$ cat src/rtl/srg_pkg.sv
`timescale 1ns/1ps
// Package: shared types for the bit-clock / frame-sync generator.
// Assumes: nothing beyond IEEE 1800-2017.
package srg_pkg;

    // Generator operating state; the hold cause is kept distinct.
    typedef enum logic [1:0] {
        SRG_SYS_HOLD = 2'd0,
        SRG_SW_HOLD  = 2'd1,
        SRG_RUN      = 2'd2
    } srg_mode_e;

endpackage

$ cat src/rtl/srg_ctrl.sv
`timescale 1ns/1ps
// Module: srg_ctrl
// Holds the negative-polarity run bit together with the cause of the
// last hold. System reset gives the system-hold state. A write of 0 gives
// the software-hold state. A write of 1 starts or keeps the run state.
// Assumes: rst_n is synchronous and takes priority over a write.
module srg_ctrl
    import srg_pkg::*;
(
    input  logic      clk,
    input  logic      rst_n,
    input  logic      wr_en,
    input  logic      wr_data,
    output srg_mode_e mode_q
);

    srg_mode_e mode_d;

    // Next state from the register write port.
    always_comb begin
        mode_d = mode_q;
        if (wr_en) begin
            mode_d = wr_data ? SRG_RUN : SRG_SW_HOLD;
        end
    end

    // State register, system reset forces the system-hold state.
    always_ff @(posedge clk) begin
        if (!rst_n) begin
            mode_q <= SRG_SYS_HOLD;
        end else begin
            mode_q <= mode_d;
        end
    end

endmodule

$ cat src/rtl/srg_clkdiv.sv
`timescale 1ns/1ps
// Module: srg_clkdiv
// Programmable bit-clock divider. While running, the counter steps
// through 0..div, and the registered output is high for the first
// floor((div+1)/2) counts (at least one). While held, the counter sits at
// zero. The output toggles every cycle in system hold and is low in
// software hold. The output lags the counter by one register stage.
// Assumes: div changes only while held (a live change is absorbed by the
// >= wrap compare).
module srg_clkdiv #(
    parameter int DIV_W = 8
) (
    input  logic             clk,
    input  logic             rst_n,
    input  logic             run,
    input  logic             sys_hold,
    input  logic [DIV_W-1:0] div,
    output logic             wrap,
    output logic             clk_out
);

    localparam int RATIO_W = DIV_W + 1;

    logic [DIV_W-1:0]   cnt_q;
    logic [RATIO_W-1:0] ratio;
    logic [RATIO_W-1:0] high_len;
    logic               phase_high;

    // Ratio and length of the high phase, minimum one count.
    always_comb begin
        ratio    = {1'b0, div} + RATIO_W'(1);
        high_len = (div == '0) ? RATIO_W'(1) : (ratio >> 1);
    end

    // Current count lies inside the high phase.
    assign phase_high = ({1'b0, cnt_q} < high_len);

    // End of one bit-clock period while running.
    assign wrap = run && (cnt_q >= div);

    // Divider counter, cleared whenever the generator is held.
    always_ff @(posedge clk) begin
        if (!rst_n) begin
            cnt_q <= '0;
        end else if (!run) begin
            cnt_q <= '0;
        end else if (wrap) begin
            cnt_q <= '0;
        end else begin
            cnt_q <= cnt_q + DIV_W'(1);
        end
    end

    // Registered clock output: divided, half-rate, or low.
    always_ff @(posedge clk) begin
        if (!rst_n) begin
            clk_out <= 1'b0;
        end else if (run) begin
            clk_out <= phase_high;
        end else if (sys_hold) begin
            clk_out <= ~clk_out;
        end else begin
            clk_out <= 1'b0;
        end
    end

endmodule

$ cat src/rtl/srg_frame.sv
`timescale 1ns/1ps
// Module: srg_frame
// Frame-sync generator. Counts bit-clock periods 0..per, advancing on the
// divider wrap. The registered pulse is high for the whole period at count
// zero while the enable input is high.
// Assumes: wrap comes from the divider in the same cycle as its count.
module srg_frame #(
    parameter int PER_W = 12
) (
    input  logic             clk,
    input  logic             rst_n,
    input  logic             run,
    input  logic             wrap,
    input  logic             fs_en,
    input  logic [PER_W-1:0] per,
    output logic             fs_out
);

    logic [PER_W-1:0] fcnt_q;

    // Frame period counter, cleared while held.
    always_ff @(posedge clk) begin
        if (!rst_n) begin
            fcnt_q <= '0;
        end else if (!run) begin
            fcnt_q <= '0;
        end else if (wrap) begin
            fcnt_q <= (fcnt_q >= per) ? '0 : fcnt_q + PER_W'(1);
        end
    end

    // Registered frame-sync pulse, gated by run and enable.
    always_ff @(posedge clk) begin
        if (!rst_n) begin
            fs_out <= 1'b0;
        end else begin
            fs_out <= run && fs_en && (fcnt_q == '0);
        end
    end

endmodule

$ cat src/rtl/srg_top.sv
`timescale 1ns/1ps
// Module: srg_top
// Bit-clock and frame-sync generator with a negative-polarity run bit
// whose hold behaviour depends on the reset cause.
// Assumes: one clock domain; clk_div and frame_per are static while running.
module srg_top
    import srg_pkg::*;
#(
    parameter int DIV_W = 8,
    parameter int PER_W = 12
) (
    input  logic             clk,
    input  logic             rst_n,
    input  logic             wr_en,
    input  logic             wr_data,
    output logic             rd_data,
    input  logic [DIV_W-1:0] clk_div,
    input  logic [PER_W-1:0] frame_per,
    input  logic             fs_en,
    output logic             clk_out,
    output logic             fs_out
);

    srg_mode_e mode_q;
    logic      run;
    logic      sys_hold;
    logic      wrap;

    // Decode of the state into datapath controls and read value.
    assign run      = (mode_q == SRG_RUN);
    assign sys_hold = (mode_q == SRG_SYS_HOLD);
    assign rd_data  = run;

    srg_ctrl u_ctrl (
        .clk     (clk),
        .rst_n   (rst_n),
        .wr_en   (wr_en),
        .wr_data (wr_data),
        .mode_q  (mode_q)
    );

    srg_clkdiv #(.DIV_W(DIV_W)) u_div (
        .clk      (clk),
        .rst_n    (rst_n),
        .run      (run),
        .sys_hold (sys_hold),
        .div      (clk_div),
        .wrap     (wrap),
        .clk_out  (clk_out)
    );

    srg_frame #(.PER_W(PER_W)) u_frame (
        .clk    (clk),
        .rst_n  (rst_n),
        .run    (run),
        .wrap   (wrap),
        .fs_en  (fs_en),
        .per    (frame_per),
        .fs_out (fs_out)
    );

endmodule

$ cat config.mk
export PLATFORM = sky130hd
export DESIGN_NAME = srg_top
export DESIGN_NICKNAME = d
export VERILOG_FILES = /design/src/rtl/srg_pkg.sv /design/src/rtl/srg_ctrl.sv /design/src/rtl/srg_clkdiv.sv /design/src/rtl/srg_frame.sv /design/src/rtl/srg_top.sv
export SDC_FILE = /design/constraint.sdc
export NUM_CORES = 1
export LEC_CHECK = 0
export ABC_AREA = 1
export BUFFER_PORTS_ARGS = -buffer_cell sky130_fd_sc_hd__buf_2
export CORE_MARGIN = 2
export CORE_UTILIZATION = 52
export DETAILED_ROUTE_END_ITERATION = 8
export GPL_ROUTABILITY_DRIVEN = 1
export PLACE_DENSITY = 0.73
export SLEW_MARGIN = 10
export SYNTH_ARGS = -nofsm -noshare
export SYNTH_HDL_FRONTEND = slang
export SYNTH_SLANG_ARGS = --single-unit
$ cat constraint.sdc
create_clock -name clk -period 1.71 [get_ports clk]
set_input_delay 0.0855 -clock clk [delete_from_list [all_inputs] [get_ports clk]]
set_output_delay 0.0855 -clock clk [all_outputs]
set_load 0.02 [all_outputs]
==> PnR_summary.wiki <==
{| class="wikitable"
! Metric !! Value
|-
| Status || finished clean
|-
| Post-synth EDFFs || 0
|-
| Main combinational cell family by area after synthesis || simple AND/OR/NAND/NOR gates
|-
| Placement Cell Area || 0.00255 mm2
|-
| Number of different library cells in the post-synthesis netlist || 30
|-
| Clock buffer count from CTS || 3
|-
| Floorplan row count || 23
|-
| # diodes || 0
|-
| Pin count of the biggest net entering global routing || 15
|-
| Number of sinks driven by the clock tree || 24
|-
| Worst setup skew after layout || 3.06 ps
|-
| Net count of the mapped netlist || 396
|-
| Non-filler instance count after layout || 440
|-
| Leading cell type in the layout, fill and taps excluded || sky130_fd_sc_hd__nand2_1
|-
| Die span in y || approximately 70 um
|-
| Number of failing setup endpoints in the final timing report || 0
|-
| DRT Pass-1 Iters || 4
|-
| Mapped Cells || approximately 340
|-
| Highest-count cells in the layout ignoring fill and taps || 79 x sky130_fd_sc_hd__nand2_1, 58 x sky130_fd_sc_hd__inv_1, 36 x sky130_fd_sc_hd__nor2_1, 27 x sky130_fd_sc_hd__ha_1, 27 x sky130_fd_sc_hd__buf_2
|-
| Sort of element at the start of the critical path || flop
|-
| Width of the die || approximately 70 um
|-
| Clock latency at the later pin of the worst-skew pair || 270 ps
|-
| Worst hold path type || in -> reg
|-
| Max Cap Viol || 0
|-
| Cell with the largest stage delay on the worst path || sky130_fd_sc_hd__dfxtp_2
|-
| Area of all placed cells without fillers || 0.00281 mm2
|-
| Synthesized area per cell || approximately 6.6 um2
|-
| Area share of the largest cell type after synthesis || 0.215
|-
| Sequential fraction of the synthesis area || 0.215
|-
| Leakage dissipation || 0.00140 uW
|-
| Period minus WS final || roughly 1600 ps
|-
| Critical path arrival || between 1500 and 2000 ps
|-
| Compound-gate portion of the synthesized area || 0.0751
|-
| Setup repair after global routing missed its margin || yes
|-
| Worst slew slack as a fraction of its limit || 0.830
|-
| Critical Path Most Common Cell || sky130_fd_sc_hd__nor2_1
|-
| Root cell of the clock tree || sky130_fd_sc_hd__clkbuf_8
|-
| Part of the power in combinational logic || 0.157
|-
| Cell accounting for the most synthesized area || sky130_fd_sc_hd__dfxtp_1
|-
| Number of buffer cells added on primary ports || 27
|-
| DP HPWL || 3.87 mm
|-
| Hold Vio Cnt, Final || 0
|-
| Effective utilization at floorplan || 0.550
|-
| Net count, final || about 450
|-
| Share of synthesized cell area in full adder, half adder and majority cells || 0.179
|-
| Cell internal pwr || 962 uW
|-
| Kind of capture point of the worst setup path || flop
|-
| Predominant post-synthesis flop cell || sky130_fd_sc_hd__dfxtp_1
|-
| Average wire per standard cell || approximately 12 um
|-
| Via/cell ratio || between 5 and 6
|-
| Iteration-0 DRC Markers || ~130
|-
| Synthesis Warnings || 0
|-
| Family with the most delay on the worst path || simple AND/OR/NAND/NOR gates
|-
| Max FO, Critical Path || 7
|-
| Die Area || between 0.004 and 0.005 mm2
|-
| Synth Register Bits || 24
|-
| Area contributors post-synth || sky130_fd_sc_hd__dfxtp_1 22%, sky130_fd_sc_hd__ha_1 18%, sky130_fd_sc_hd__nand2_1 14%
|-
| Count of buffering cells on the critical path with inverters included || 2
|-
| CTS tree || done
|-
| Worst Max-Slew Pin Slew || between 200 and 300 ps
|-
| Share of the synthesized netlist area taken by xor and xnor gates || 0.0314
|-
| Share of final-layout standard cells stronger than drive strength 1 || 0.277
|-
| Multiplexer area fraction after synthesis || 0
|-
| Net switching power figure || 323 uW
|-
| Placed cell count || 432
|-
| Reg power frac || 0.441
|-
| Post-detailed-route DRC marker count || 0
|-
| Clk buf depth || 2
|-
| Overflow left after global routing || 0
|-
| Number of antenna violations at the first check in global routing || 0
|-
| Final RePlAce weighted congestion || roughly 0.95
|-
| Fraction of registers with async set/reset || 0
|-
| Power density of the placed cells || ~460 mW/mm2
|-
| GRT Overall Usage || 0.211
|-
| ANT nets after route || 0
|-
| Signed area change from the synthesized netlist to the final layout || 25.9%
|-
| Slowest Stage Delay on Critical Path || approximately 340 ps
|-
| Number of top-level design ports || 28
|-
| Via total after detailed routing || about 2200
|-
| Total Wirelength || about 5.2 mm
|-
| Part of the total power dissipated in the clock network || 0.401
|-
| Worst hold-check slack || 64.5 ps
|-
| CORE AREA || 0.00406 mm2
|-
| Clock slew at reported path FFs || ~90 ps
|-
| Simple-gate portion of the synthesized area || 0.385
|-
| Fmax || a little over 0.6 GHz
|-
| Mapped Area || approximately 0.0022 mm2
|-
| Portion of the clock cycle consumed by the worst path in the final layout || 0.956
|-
| Number of global-route vias before repair || 2005
|-
| First-pass GRT wire length || around 8.5 mm
|-
| Critical path class || reg -> reg
|-
| Switching part of the total || 0.251
|-
| Deepest level of the CTS H-tree || 1
|-
| Cells along the critical path || inv_2, ha_4, nand2_1, nor2_1, nor2_1, nand2_1, nand2_2, nand2_4, nand2_8, clkinv_8, nand2_4, nor2_1, nor2_1
|-
| Number of pins with negative max-slew slack in the final report || 0
|-
| Worst endpoint required time || 1890 ps
|-
| Number of buffers added to fix hold violations after cts || 0
|-
| Highest ir drop seen on vdd || ~0.43 mV
|}
worst reg2reg max path, stage by stage, from the launching register on:
cell and delay [ps]:
sky130_fd_sc_hd__dfxtp_2 340, sky130_fd_sc_hd__inv_2 50, sky130_fd_sc_hd__ha_4 240, sky130_fd_sc_hd__nand2_1 40, sky130_fd_sc_hd__nor2_1 110, sky130_fd_sc_hd__nor2_1 60
sky130_fd_sc_hd__nand2_1 90, sky130_fd_sc_hd__nand2_2 70, sky130_fd_sc_hd__nand2_4 140, sky130_fd_sc_hd__nand2_8 100, sky130_fd_sc_hd__clkinv_8 90, sky130_fd_sc_hd__nand2_4 50
sky130_fd_sc_hd__nor2_1 100, sky130_fd_sc_hd__nor2_1 50
worst paths after layout:
path,end,from,depth (start not counted),slack (ps)
worst max-delay path,u_frame.fcnt_q[7],u_div.cnt_q[0],13,80
worst min-delay path,u_ctrl.mode_q[0],wr_data,4,60
worst max register to register,u_frame.fcnt_q[7],u_div.cnt_q[0],13,80
worst min register to register,u_ctrl.mode_q[0],u_ctrl.mode_q[0],2,480
power groups by stage:
stage               Sequential (uW)  Combinational (uW)  Clock (uW)
floorplan                       586                 109           0
global placement                583                 181           0
detailed placement              583                 185           0
CTS                             570                 186         518
global route                    568                 232         542
finish                          567                 202         515
cell usage after synthesis, types with 2 or more instances:
| cell | n |
|---|---|
| sky130_fd_sc_hd__nand2_1 | 84 |
| sky130_fd_sc_hd__inv_1 | 59 |
| sky130_fd_sc_hd__nor2_1 | 37 |
| sky130_fd_sc_hd__ha_1 | 32 |
| sky130_fd_sc_hd__dfxtp_1 | 24 |
| sky130_fd_sc_hd__nand3_1 | 22 |
| sky130_fd_sc_hd__a21oi_1 | 18 |
| sky130_fd_sc_hd__nand4_1 | 7 |
| sky130_fd_sc_hd__nor2_2 | 7 |
| sky130_fd_sc_hd__xor2_1 | 7 |
| sky130_fd_sc_hd__inv_2 | 5 |
| sky130_fd_sc_hd__nand2_2 | 4 |
| sky130_fd_sc_hd__nor2_4 | 4 |
| sky130_fd_sc_hd__nor3_1 | 4 |
| sky130_fd_sc_hd__nor3_2 | 4 |
| sky130_fd_sc_hd__nand2_4 | 3 |
| sky130_fd_sc_hd__o21a_1 | 2 |
| sky130_fd_sc_hd__o21ai_0 | 2 |
| sky130_fd_sc_hd__o21bai_1 | 2 |
| sky130_fd_sc_hd__or2_2 | 2 |
final cells by class:
| type | instances | area [um2] |
|---|---|---|
| Sequential cell | 24 | 493 |
| Timing Repair Buffer | 47 | 302 |
| Inverter | 65 | 256 |
| Tap cell | 50 | 62.6 |
| Clock inverter | 1 | 30.0 |
| Multi-Input combinational cell | 250 | 1630 |
| Clock buffer | 3 | 41.3 |
| Fill cell | 345 | 1250 |
what timing repair did:
action,CTS,global route
gates resized for setup,0,32
endpoints found under the setup margin,0,19
setup buffers,0,3
endpoints found under the hold margin,0,0
state kept, by name, summed over array words and instances (netlist names):
register / cells
u_div.clk_out: 1
u_frame.fcnt_q: 12
u_div.cnt_q: 8
u_ctrl.mode_q: 2
u_frame.fs_out: 1
kinds of logic (layout without fill, tap and decap cells):
logic type | Yosys count | after routing
compound gates | 28 | 28
xor+xnor | 8 | 8
fa+ha+maj | 32 | 32
buf+inv | 66 | 116
flops | 24 | 24
simple gates | 181 | 182
per-layer routing:
layer	track usage	vias up	wire [um]
met1	0.272	961	2380
met5	0	-	0
met3	0.0349	8	224
met2	0.372	60	2540
li1	-	1173	-
met4	0.0392	0	82
per-stage QoR:
stage | utilization | total power, uW | setup slack [ps] | setup TNS, ps
after global routing | 0.693 | 1340 | -10.9 | -56.8
after CTS | 0.646 | 1270 | 23.0 | 0
after floorplan | - | 695 | 120 | 0
after global placement | 0.629 | 764 | -34.3 | -34.3
after detailed placement | 0.629 | 768 | -91.3 | -91.3
final | 0.693 | 1280 | 75.7 | 0
(Power assumes the default switching activity.)
